==> src/rtl/cmp_cond_pkg.sv <==
package cmp_cond_pkg;
  localparam int DB_SEL_W = 2;
  localparam int PM_W     = 2;

  typedef enum logic [PM_W-1:0] {
    PM_RUN   = 2'd0,
    PM_SLEEP = 2'd1,
    PM_DEEP  = 2'd2,
    PM_OFF   = 2'd3
  } pmode_e;
endpackage

==> src/rtl/cmp_sync.sv <==
module cmp_sync #(
  parameter int STAGES = 2
) (
  input  logic clk,
  input  logic rst_n,
  input  logic d_i,
  output logic q_o
);
  logic [STAGES-1:0] stg_q;
  logic [STAGES-1:0] stg_d;

  generate
    for (genvar i = 0; i < STAGES; i++) begin : g_stage
      if (i == 0) begin : g_first
        assign stg_d[i] = d_i;
      end else begin : g_next
        assign stg_d[i] = stg_q[i-1];
      end
    end
  endgenerate

  always_ff @(posedge clk or negedge rst_n) begin
    if (!rst_n) stg_q <= '0;
    else        stg_q <= stg_d;
  end

  assign q_o = stg_q[STAGES-1];
endmodule

==> src/rtl/cmp_debounce.sv <==
module cmp_debounce #(
  parameter int SEL_W = 2
) (
  input  logic             clk,
  input  logic             rst_n,
  input  logic             din_i,
  input  logic [SEL_W-1:0] sel_i,
  output logic             dout_o
);
  localparam int CNT_W = SEL_W;

  logic             filt_q, filt_d;
  logic [CNT_W-1:0] cnt_q, cnt_d;
  logic             bypass;
  logic             differs;
  logic [CNT_W:0]   cnt_inc;
  logic             held;
  logic             upd_en;

  assign bypass  = (sel_i == '0);
  assign differs = (din_i != filt_q);
  assign cnt_inc = {1'b0, cnt_q} + 1'b1;
  assign held    = (cnt_inc >= {1'b0, sel_i});

  always_comb begin
    filt_d = filt_q;
    cnt_d  = cnt_q;
    if (bypass) begin
      filt_d = din_i;
      cnt_d  = '0;
    end else if (!differs) begin
      cnt_d  = '0;
    end else if (held) begin
      filt_d = din_i;
      cnt_d  = '0;
    end else begin
      cnt_d  = cnt_inc[CNT_W-1:0];
    end
  end

  assign upd_en = (filt_d != filt_q) || (cnt_d != cnt_q);

  always_ff @(posedge clk or negedge rst_n) begin
    if (!rst_n) begin
      filt_q <= 1'b0;
      cnt_q  <= '0;
    end else if (upd_en) begin
      filt_q <= filt_d;
      cnt_q  <= cnt_d;
    end
  end

  assign dout_o = bypass ? din_i : filt_q;
endmodule

==> src/rtl/cmp_event.sv <==
module cmp_event
  import cmp_cond_pkg::*;
(
  input  logic            clk,
  input  logic            rst_n,
  input  logic            lvl_i,
  input  logic            fall_sel_i,
  input  logic            irq_en_i,
  input  logic            clr_i,
  input  logic [PM_W-1:0] pmode_i,
  output logic            flag_o,
  output logic            irq_o,
  output logic            wake_o
);
  logic lvl_q;
  logic flag_q, flag_d, flag_en;
  logic wake_q, wake_d;
  logic any_edge, trig;

  assign any_edge = (lvl_i != lvl_q);
  assign trig     = any_edge && (lvl_i == !fall_sel_i);

  always_comb begin
    flag_d  = flag_q;
    flag_en = trig || clr_i;
    if (trig)       flag_d = 1'b1;
    else if (clr_i) flag_d = 1'b0;
    wake_d = any_edge && (pmode_e'(pmode_i) == PM_SLEEP);
  end

  always_ff @(posedge clk or negedge rst_n) begin
    if (!rst_n) begin
      lvl_q  <= 1'b0;
      flag_q <= 1'b0;
      wake_q <= 1'b0;
    end else begin
      lvl_q  <= lvl_i;
      wake_q <= wake_d;
      if (flag_en) flag_q <= flag_d;
    end
  end

  assign flag_o = flag_q;
  assign irq_o  = flag_q && irq_en_i;
  assign wake_o = wake_q;
endmodule

==> src/rtl/cmp_cond.sv <==
module cmp_cond
  import cmp_cond_pkg::*;
#(
  parameter int SYNC_STAGES = 2
) (
  input  logic                clk,
  input  logic                rst_n,
  input  logic                cmp_raw_i,
  input  logic [DB_SEL_W-1:0] dbsel_i,
  input  logic                edge_fall_i,
  input  logic                irq_en_i,
  input  logic                flag_clr_i,
  input  logic [PM_W-1:0]     pmode_i,
  output logic                level_o,
  output logic                flag_o,
  output logic                irq_o,
  output logic                wake_o
);
  logic [1:0] rst_q;
  logic       rst_int_n;
  logic       raw_sync;

  always_ff @(posedge clk or negedge rst_n) begin
    if (!rst_n) rst_q <= 2'b00;
    else        rst_q <= {rst_q[0], 1'b1};
  end
  assign rst_int_n = rst_q[1];

  cmp_sync #(.STAGES(SYNC_STAGES)) u_sync (
    .clk   (clk),
    .rst_n (rst_int_n),
    .d_i   (cmp_raw_i),
    .q_o   (raw_sync)
  );

  cmp_debounce #(.SEL_W(DB_SEL_W)) u_db (
    .clk    (clk),
    .rst_n  (rst_int_n),
    .din_i  (raw_sync),
    .sel_i  (dbsel_i),
    .dout_o (level_o)
  );

  cmp_event u_evt (
    .clk        (clk),
    .rst_n      (rst_int_n),
    .lvl_i      (level_o),
    .fall_sel_i (edge_fall_i),
    .irq_en_i   (irq_en_i),
    .clr_i      (flag_clr_i),
    .pmode_i    (pmode_i),
    .flag_o     (flag_o),
    .irq_o      (irq_o),
    .wake_o     (wake_o)
  );
endmodule

==> config.mk <==
export PLATFORM = sky130hd
export DESIGN_NAME = cmp_cond
export DESIGN_NICKNAME = d
export VERILOG_FILES = /design/src/rtl/cmp_cond_pkg.sv /design/src/rtl/cmp_sync.sv /design/src/rtl/cmp_debounce.sv /design/src/rtl/cmp_event.sv /design/src/rtl/cmp_cond.sv
export SDC_FILE = /design/constraint.sdc
export NUM_CORES = 1
export LEC_CHECK = 0
export ABC_AREA = 1
export BUFFER_PORTS_ARGS = -buffer_cell sky130_fd_sc_hd__buf_4
export CAP_MARGIN = 25
export CORE_AREA = 5 5 42 44
export CTS_CLUSTER_DIAMETER = 60
export DETAILED_ROUTE_END_ITERATION = 8
export DIE_AREA = 0 0 47 49
export PLACE_DENSITY = 0.6
export SLEW_MARGIN = 25
export SYNTH_ARGS = -nofsm -noshare
export SYNTH_HDL_FRONTEND = slang
export SYNTH_SLANG_ARGS = --single-unit
export TNS_END_PERCENT = 5
==> constraint.sdc <==
create_clock -name clk -period 0.8 [get_ports clk]
set_input_delay 0.16 -clock clk [delete_from_list [all_inputs] [get_ports clk]]
set_output_delay 0.16 -clock clk [all_outputs]
set_load 0.1 [all_outputs]
Word level (Yosys, flattened, before mapping)
Cells that the tools add are included.

Output and inout bits: 4. Word-level logic and storage cells: 33. Register bits after elaboration: 10.

Mux-type cells: 9. $add $sub $neg: 1. $lt $le $gt $ge: 1. Eq/ne operators: 6. Reductions and logical operators: 9.

Operators with widths (number): 1-bit 2-to-1 mux (6); 2-bit 2-to-1 mux (3); 2-bit by 1-bit adder with 3-bit output (second input constant) (1); 3-bit by 2-bit >= comparator with 1-bit output (1); 1-bit logical AND (3); 1-bit != test (3); 2-bit by 1-bit equality test with 1-bit output (second input constant) (1); 2-bit logical NOT (1); 1-bit logical OR (2); 2-bit != test (1); 2-bit AND reduction (1); 2-bit nonzero test (1); 1-bit equality test (1); 1-bit logical NOT (1).

Longest topological paths before layout
Word-level depth: 7. Depth in mapped cells: 8. Gate-level depth less buffers: 8.

Cells and area by module
Synthesis repeated with hierarchy kept, for this count alone.

Cells, all modules: 50. Area total of the unflattened synthesis: 457.9 µm².

By module, submodules not included: cmp_debounce (times used 1, cells an instance 27, area an instance 214.0 µm², sequential area each 75.1 µm²); cmp_event (times used 1, cells an instance 18, area an instance 140.1 µm², sequential area each 75.1 µm²); cmp_cond (times used 1, cells an instance 3, area an instance 53.8 µm², sequential area each 50.0 µm²); cmp_sync (times used 1, cells an instance 2, area an instance 50.0 µm², sequential area each 50.0 µm²).

Least setup slack after synthesis
Ideal clock, no wire load.

Kind: flip-flop to output port. Start: register u_evt.flag_q, in the netlist u_evt.flag_o. End: output port irq_o. Arrival time: 1645 ps. Buffers on the path: 0. Setup slack: -1005 ps. Cell stages (with the launch flop): 3. Cell sequence: dfrtp_1 > nand2_1 > inv_1.

Longest elaborated chain between the ends: 1.

Ends and longest elaborated chain: start, declared (RTL line cmp_event.sv:16) `logic flag_q, flag_d, flag_en;`; start signal, assigned (RTL line cmp_event.sv:39) `if (flag_en) flag_q <= flag_d;`; 1-bit logical AND (RTL line cmp_event.sv:44) `assign irq_o = flag_q && irq_en_i;`; end, declared (RTL line cmp_cond.sv:16) `output logic irq_o,`.

Every way passes these cells.

Worst setup path after layout
Start: register u_db.cnt_q[0]. End: register u_db.filt_q.

Longest elaborated chain between the ends: 7. Elaborated cells on any way between the ends: 11. Classes of those cells: add/sub: 1; order compare: 1; eq/ne: 2; mux: 6; reduce/logical: 1.

Ends and longest elaborated chain: start, declared (RTL line cmp_debounce.sv:13) `logic [CNT_W-1:0] cnt_q, cnt_d;`; start signal, assigned (RTL line cmp_debounce.sv:49) `cnt_q <= cnt_d;`; 2-bit by 1-bit adder with 3-bit output (RTL line cmp_debounce.sv:22) `assign cnt_inc = {1'b0, cnt_q} + 1'b1;`; 3-bit by 2-bit >= comparator with 1-bit output (RTL line cmp_debounce.sv:23) `assign held = (cnt_inc >= {1'b0, sel_i});`; 2-bit 2-to-1 mux or 1-bit 2-to-1 mux (tied branches) (RTL line cmp_debounce.sv:33) `end else if (held) begin`; 2-bit 2-to-1 mux or 1-bit 2-to-1 mux (tied branches) (RTL line cmp_debounce.sv:31) `end else if (!differs) begin`; 2-bit 2-to-1 mux or 1-bit 2-to-1 mux (tied branches) (RTL line cmp_debounce.sv:28) `if (bypass) begin`; 2-bit != test or 1-bit != test (tied branches) (RTL line cmp_debounce.sv:41) `assign upd_en = (filt_d != filt_q) || (cnt_d != cnt_q);`; 1-bit logical OR (RTL line cmp_debounce.sv:41); end signal, assigned (RTL line cmp_debounce.sv:48) `filt_q <= filt_d;`; end, declared (RTL line cmp_debounce.sv:12) `logic filt_q, filt_d;`.

Several ways; a longest one is shown, not always the timed one. A chain may end at the register's enable or synchronous reset.

==> run_results.csv <==
group,metric,value,unit
critical_path,cp.arrival,1.52,ns
grt,grtUsageMet3,3.32,%
die,die_h,49,um
route,drcViolationCount,0,
placed_design,hpwl,684,um
yosys,yosysTopAreaCell,"dfrtp_1",
pwr,p_per_area,3220,mW/mm2
grt,use_met2,14.5,%
critical_path,worstSetupPathType,"reg2reg",
sta,timing.hold.ws,0.130,ns
critical_path,cpLargestDelayFamily,"adder cells",
grt,antenna_found_initial,0,
die,coreArea,0.00140,mm2
grt,grt_max_degree,9,
die,start_util,34.4,%
clock_network,clkLatencyLatePin,0.25,ns
finish,design_area,753,um2
yosys,ys_ff_latch,10,
pwr,sw_frac_of_total,44.6,%
critical_path,crit_chain,"fa_1 -> inv_1 -> nor2_1 -> o21ai_1 -> nand3_1 -> nand2_1 -> nand2_1",
finish,utilization,53.8,%
sta,skew,0.00211,ns
route,dr.pass1.iters,2,
die,die_area,0.00230,mm2
clock_network,htreeDepth,1,
die,io_pins,14,
status,status,"finished, violations left",
sta,finalWorstSetupSlack,-0.576,ns
critical_path,cp_num_buf_inv,1,
clock_network,clock_path_buffers,2,
critical_path,crit_top_cell,"nand2_1",
finish,layout-drive-gt1-share,40.2,%
yosys,syn-num-nets,68,
sta,fmax,727,MHz
route,avgRoutedWirePerCell,8.83,um
status,violations,"setup timing",
finish,diodes,0,
grt,grt_pass1_vias,423,
route,dr_total_vias,399,
sta,timing.final.crit_share,172,%
finish,layout.nets,96,
worst_hold_path,worstHoldPathType,"reg2async",
critical_path,cp-start-kind,"flop",
pwr,leakage,0.000405,uW
die,die_w,47,um
flow_run,cap_violations,0,
route,routed_wl,865,um
yosys,synth_cells,55,
pwr,pwr-share-seq,29.5,%
yosys,yosysTopAreaCellShare,51.9,%
grt,grt_usage,10.1,%
sta,setup_violations,9,
critical_path,max_stage_delay,0.45,ns
critical_path,path_depth,7,
grt,grt_pass1_wl,1640,um
placed_design,place.gp.congestion,0.706,
critical_path,worst_ep_required_time,0.95,ns
grt,use_met1,12.4,%
yosys,syn_area_per_cell,8.76,um2
yosys,yosys_warnings,0,
placed_design,numPortBuffers,13,
pwr,power,2420,uW
finish,fillers,133,
pwr,pwr-share-comb,56.1,%
sta,rsz0062_at_grt,"true",
yosys,seq_area_frac_synth,51.9,%
placed_design,dpl-instance-area,667,um2
critical_path,r2r_cells,7,
critical_path,cp_max_fo,3,
pwr,switchingPower,1080,uW
clock_network,cts_tree,"built",
pwr,ir_drop,1.62,mV
yosys,netlist_area,482,um2
clock_network,cts_root_buf,"clkbuf_4",
critical_path,endpoint_kind,"flop",
yosys,synth_cell_type_count,14,
sta,maxSlewViolCount,0,
yosys,synth_area_leaders,"dfrtp_1 (52%), inv_1 (9.4%), nand2_1 (8.6%)",
grt,overflow,0,
clock_network,cts_buffers,3,
clock_network,clkTransAtPathRegs,0.06,ns
die,rows,14,
clock_network,clock-sinks,10,
grt,busiest_layer,"met2",
sta,hold_viol_final,0,
route,drtIter0Drc,2,
critical_path,slowest_stage,"fa_1",
route,routed_via_density,4.07,
finish,area_growth_syn_to_layout,56.4,%
sta,finalCriticalPeriod,1.38,ns
route,ant_nets,0,
placed_design,place_ws,-0.584,ns
pwr,power_frac_clock,14.3,%
pwr,internal_power,1340,uW
==> cells in the final DEF (no fill, tap or decap) <==
| master | count |
|---|---|
| o21ai_1 | 1 |
| dfrtp_1 | 9 |
| xor2_1 | 1 |
| nand3_1 | 5 |
| nand2_1 | 9 |
| nor2_1 | 4 |
| inv_2 | 1 |
| a21oi_2 | 1 |
| buf_12 | 1 |
| nand2_2 | 5 |
| dfrtp_4 | 1 |
| clkbuf_1 | 1 |
| inv_1 | 11 |
| ha_1 | 2 |
| clkinvlp_4 | 1 |
| buf_6 | 4 |
| o21ai_0 | 1 |
| buf_4 | 15 |
| dlygate4sd3_1 | 2 |
| buf_8 | 1 |
| nand4_1 | 1 |
| clkbuf_4 | 3 |
| fa_1 | 1 |
| conb_1 | 1 |
==> power groups by stage <==
stage | sequential [uW] | clock [uW] | combinational [uW]
2_1_floorplan | 970 | 0 | 597
3_3_place_gp | 709 | 0 | 1200
3_5_place_dp | 712 | 0 | 1200
4_1_cts | 711 | 373 | 1360
5_1_grt | 739 | 409 | 1480
6_report | 715 | 347 | 1360
==> worst paths after layout <==
kind / start / endpoint / slack, ns
worst max-delay path: u_db.cnt_q[0] / u_db.filt_q / -0.58
min in group clk: pmode_i[1] / u_evt.wake_o / 0.15
max in group asynchronous: rst_q[1] / u_evt.flag_o / 0.40
worst min register to register: rst_q[1] / u_sync.stg_q[1] / 0.13
worst min-delay path: rst_q[1] / u_sync.stg_q[1] / 0.13
worst max register to register: u_db.cnt_q[0] / u_db.filt_q / -0.58
==> registers in the layout, indices dropped and copies added, names as in the netlist <==
name          count
u_evt.wake_o      1
u_db.filt_q       1
u_evt.flag_o      1
rst_q             2
u_sync.stg_q      2
u_db.cnt_q        2
u_evt.lvl_q       1
==> synthesized netlist by cell type (all sizes together) <==
| master | number |
|---|---|
| inv | 13 |
| o21ai | 2 |
| conb | 1 |
| xor2 | 1 |
| nand2 | 14 |
| nor2 | 4 |
| nand4 | 1 |
| ha | 2 |
| fa | 1 |
| dfrtp | 10 |
| a21oi | 1 |
| nand3 | 5 |
==> stage by stage <==
step,TNS [ns],cells
after floorplan,-3.74,55
after global placement,-3.03,92
after detailed placement,-3.19,92
after CTS,-3.35,98
after global routing,-3.96,98
final,-3.24,98
==> kinds of logic (layout without fill, tap and decap cells) <==
kind of cell,Yosys count,count (layout),synth area share [%]
compound gates,3,3,3.90
buf+inv,13,40,10.1
fa+ha+maj,3,3,9.35
other cells,1,1,0.778
flops,10,10,51.9
xor+xnor,1,1,1.82
simple gates,24,24,22.1
==> metal layers <==
metal  vias to the layer above  share of wire (%)
met5                         -                  0
met4                         0                1.0
met3                         2                5.3
met2                         7                 48
met1                       172                 45
li1                        218                  -
==> cell type report <==
cell class / instances / area, um2 / share of cell area [%]
multi-input combinational: 32 / 188 / 24.9
tap: 16 / 20.0 / 2.66
sequential: 10 / 254 / 33.7
timing repair buffer: 23 / 213 / 28.2
inverter: 13 / 52.6 / 6.98
clock buffer: 4 / 26.3 / 3.49
==> timing repair <==
action                                  in CTS  in global routing
hold buffers                                 2                  0
endpoints found under the setup margin       9                 10
buffers inserted                             0                  0
cloned                                       0                  0
resized for setup                           10                  1
pin swaps                                    2                  0
hold endpoints to repair                     3                  0
==> worst register-to-register path, cell delays in order, from the launching register on <==
cell and delay (ns):
dfrtp_1 0.39, fa_1 0.45, inv_1 0.06, nor2_1 0.03, o21ai_1 0.09, nand3_1 0.13, nand2_1 0.08, nand2_1 0.04
Note: power is estimated with default switching activity, not from simulation.
